## src/rtl/card_clk_gen.sv

```systemverilog
module card_clk_gen #(
  parameter int DIV_W   = 8,
  parameter bit ALT_DIV = 1'b0
) (
  input  logic             mclk,
  input  logic             rst_n,
  input  logic [DIV_W-1:0] cfg_div,
  input  logic             cfg_en,
  input  logic             cfg_bypass,
  input  logic             cfg_pwrsave,
  input  logic             cfg_negedge,
  input  logic             cfg_wide4,
  input  logic             cfg_wide8,
  input  logic             cfg_flow_en,
  input  logic             bus_busy,
  input  logic             fifo_stall,
  output logic             cclk,
  output logic             cclk_edge,
  output logic [1:0]       bus_width
);
  logic             div_clk, edge_q, byp_gate, run;
  logic [DIV_W-1:0] cnt, cur_div, hi_len_m1;

  assign run = cfg_en & ~(cfg_pwrsave & ~bus_busy) & ~(cfg_flow_en & fifo_stall);

  generate
    if (ALT_DIV) begin : g_pulse
      assign hi_len_m1 = '0;
    end else begin : g_square
      assign hi_len_m1 = cfg_div;
    end
  endgenerate

  always_ff @(posedge mclk or negedge rst_n) begin
    if (!rst_n) begin
      div_clk <= 1'b0;
      edge_q  <= 1'b0;
      cnt     <= '0;
      cur_div <= '0;
    end else if (!cfg_en || cfg_bypass) begin
      div_clk <= 1'b0;
      edge_q  <= 1'b0;
      cnt     <= '0;
      cur_div <= cfg_div;
    end else begin
      edge_q <= 1'b0;
      if (div_clk || run) begin
        if (cnt != '0) begin
          cnt <= cnt - 1'b1;
        end else if (!div_clk) begin
          div_clk <= 1'b1;
          cur_div <= cfg_div;
          cnt     <= hi_len_m1;
          edge_q  <= ~cfg_negedge;
        end else begin
          div_clk <= 1'b0;
          cnt     <= cur_div;
          edge_q  <= cfg_negedge;
        end
      end
    end
  end

  always_ff @(negedge mclk or negedge rst_n) begin
    if (!rst_n) byp_gate <= 1'b0;
    else        byp_gate <= cfg_bypass & run;
  end

  assign cclk      = cfg_bypass ? (mclk & byp_gate) : div_clk;
  assign cclk_edge = cfg_bypass ? byp_gate : edge_q;
  assign bus_width = cfg_wide8 ? 2'd2 : (cfg_wide4 ? 2'd1 : 2'd0);
endmodule


```

## config.mk

```make
export PLATFORM = sky130hd
export DESIGN_NAME = card_clk_gen
export DESIGN_NICKNAME = d
export VERILOG_FILES = /design/src/rtl/card_clk_gen.sv
export SDC_FILE = /design/constraint.sdc
export NUM_CORES = 1
export LEC_CHECK = 0
export CAP_MARGIN = 20
export CORE_UTILIZATION = 35
export CTS_BUF_LIST = sky130_fd_sc_hd__clkbuf_4 sky130_fd_sc_hd__clkbuf_8
export DETAILED_ROUTE_END_ITERATION = 10
export GPL_TIMING_DRIVEN = 0
export PLACE_DENSITY_LB_ADDON = 0.15
export SLEW_MARGIN = 20
export SYNTH_ARGS = -nofsm -noshare
export SYNTH_HDL_FRONTEND = slang
export SYNTH_SLANG_ARGS = --single-unit
```

## constraint.sdc

```tcl
create_clock -name mclk -period 2.6 [get_ports mclk]
set_input_delay 0.26 -clock mclk [delete_from_list [all_inputs] [get_ports mclk]]
set_output_delay 0.26 -clock mclk [all_outputs]
set_load 0.03 [all_outputs]
```

==> out/metrics.sh <==
MULTI_INPUT_AREA_SQ_UM=623
CRIT_ARRIVAL_NS=2.47
ANTENNA_CELLS=0
CHIPHEIGHT_UM=58.9
SETUP_VIOL=3
FLOW.AREA_GROWTH_FROM_SYNTHESIS_PCT=29.0
CPPEAKSTAGEDELAY_NS=0.35
VIAS=961
CLOCK_TREE_FROM_TRITONCTS='built'
SYN-NUM-NETS=130
CRIT_PATH_START='byp_gate'
RSZ0062_AT_GRT='yes'
FIN_CELLS=182
WORST-ENDPOINT-REQUIRED_NS=2.34
ANT_NETS=0
DRIVE_GT1_SHARE_PCT=19.6
RELSLEWSLACK_PCT=42.8
SYNTH_ENABLE_FLOP_CELLS=0
AVGVIACOUNTPERCELL=5.28
ROUTE.DETAILED.WL_PER_INST_UM=13.7
CRITPATHMAXFANOUT=2
RR_ENDPOINT='cur_div[6]'
DRT-TOTAL-WL_UM=2490
FIN_UTIL_PCT=47.8
WORST_R2R_STARTPOINT='cnt[0]'
CORE_SQ_UM=3050
LAYOUT.AREA.SEQ_SQ_UM=475
YOSYSSEQAREASHARE_PCT=42.0
CRITICAL_PATH_CLASS='reg -> out'
WORSTSKEWPAIRLATENCY_NS=0.40
CP-START-KIND='flop'
FLOORPLAN.INITIALDENSITY_PCT=37.1
SYNTH_WARNINGS=0
P_LEAK_uW=0.000624
GRT_START_MAX_NET_PINS=20
GRT_PASS1_VIAS=959
GRT.OVERFLOW.TOTAL=0
CTS.CLK_SLEW.WORST_PATHS_NS=0.11
PORT_BUFFERS=22
PRECTSSETUPSLACK_NS=-0.172
POSTSYNTHCELLCOUNT=109
MAX_CAP_VIOL_COUNT=0
SYNTHFLOPTYPE='dfrtp_1'
SYNTH.AVG_CELL_AREA_SQ_UM=10.4
DIE_WIDTH_UM=58.9
FINAL_POWER_uW=811
YS_FF_LATCH=19
DESIGN.DIE.AREA_SQ_UM=3470
MAX_RAIL_DROP_VDD_mV=0.332
GRT_ANTENNA_BEFORE_REPAIR=0
TIMING.REG2REG.WORST_PATH_DEPTH=7
PLACE_CONGESTION=0.848
FF2FF_SETUP_SLACK_NS=0.37
FINAL_MAX_SLEW_VIOL_COUNT=0
PLACE.DETAILED.INSTANCES=175
LAYOUT.CELLS.MOST_COMMON_LIST='clkdlybuf4s50_1, dfrtp_1, mux2i_1'
GRT_FIRST_PASS_WIRELENGTH_UM=4260
RESULT_OF_THE_RUN='complete, but fails checks'
ASYNCSETRESETFLOPFRACSYNTH_PCT=100
DRT_ITER0_MARKERS=58
SLOWEST_STAGE='dfrtn_1'
VIOLATIONS='negative setup slack'
MOST_COMMON_CELL_AFTER_LAYOUT_FILL_AND_TAPS_ASIDE='clkdlybuf4s50_1'
LAYOUT.FILLER_CELLS=314
PLACEMENTROWS=20
POWER_DENSITY_nW_PER_UM2=556
SYNTHESIS.AREA_SQ_UM=1130
YS_TYPES=33
SKEW_NS=0.00329
GROUTE.USAGE.OVERALL_PCT=17.0
FINALHOLDVIOLCOUNT=0
FINAL_CRITICAL_PATH_SETUP_SLACK_NS=-0.126
POST_CTS_SETUP_BUFS=0
DESIGN.PORTCOUNT=23
CRITICAL_PATH.ENDPOINT_TYPE='output pin'
FINISH.NET_COUNT=160
CRIT_PATH_CELL_TRACE='mux2_4, buf_6'
DP_HPWL_UM=1820
TIGHTESTPINTRANSITION_NS=0.856
REMAINING_DRC_ERRORS=0
DRT-PASS1-ITER-COUNT=4
HP-CLASS='in -> async'
WORST_HOLD_SLACK_NS=0.332
final cells by class:
class | count | area share, %
Buffer | 4 | 1.80
Clock buffer | 7 | 3.60
Clock inverter | 1 | 0.343
Inverter | 3 | 0.771
Multi-Input combinational cell | 83 | 42.7
Sequential cell | 19 | 32.6
Tap cell | 44 | 3.77
Timing Repair Buffer | 21 | 14.5
through the flow:
stage	cell area [sq um]	setup TNS (ns)
2_1_floorplan	1130	0
3_3_place_gp	1410	-0.318
3_5_place_dp	1410	-0.345
4_1_cts	1460	-0.277
5_1_grt	1460	-0.344
6_report	1460	-0.242
cell usage after synthesis (3+ instances only):
cell type,instances,share of area [%]
a21oi_1,4,1.8
a32o_1,3,2.7
buf_4,3,2.0
dfrtp_1,18,40
inv_1,3,0.99
mux2_2,11,11
mux2i_1,12,11
nand2_1,10,3.3
nand2b_1,3,1.7
nor2_1,6,2.0
nor2b_1,3,1.7
nor3_1,3,1.3
o21ai_0,5,2.2
metal layers:
| layer | share of wire [%] | track usage [%] |
|---|---|---|
| met5 | 0 | 0 |
| met4 | 0.80 | 3.74 |
| met3 | 6.9 | 8.13 |
| met2 | 48 | 27.4 |
| met1 | 44 | 20.6 |
repair_timing:
| item | 4_1_cts | 5_1_grt |
|---|---|---|
| pin swaps | 0 | 0 |
| resized for setup | 16 | 0 |
| endpoints found under the hold margin | 0 | 0 |
| endpoints found under the setup margin | 3 | 3 |
| hold buffers | 0 | 0 |
cell families after synthesis:
| logic type | after synthesis | share of synthesized area (%) |
|---|---|---|
| compound gates | 20 | 12.5 |
| fa+ha+maj | 2 | 2.21 |
| buf+inv | 7 | 3.31 |
| flops | 19 | 42.0 |
| mux | 23 | 21.5 |
| simple gates | 38 | 18.5 |
critical path: cells and delay by family, from the launching register on:
family                 cells  cell delay, ns
flip-flops                 1            0.35
multiplexers               1            0.26
buffers and inverters      1            0.14
state kept, by name (all words and copies together), names as in the netlist:
name / cells
div_clk: 1
cnt: 8
edge_q: 1
byp_gate: 1
cur_div: 8
where the power goes:
group | internal, uW | total (uW) | switching, uW
sequential | 320 | 338 | 18.6
clock | 112 | 225 | 113
combinational | 126 | 248 | 122
worst max path at each step:
| stage | to | slack, ns | cells past startpoint |
|---|---|---|---|
| global route | cclk | -0.19 | 3 |
| global placement | cclk | -0.16 | 3 |
| detailed placement | cclk_edge | -0.17 | 2 |
| floorplan | cclk | 0.27 | 2 |
| finish | cclk_edge | -0.13 | 2 |
| CTS | cclk_edge | -0.14 | 2 |
(Power assumes the default switching activity.)
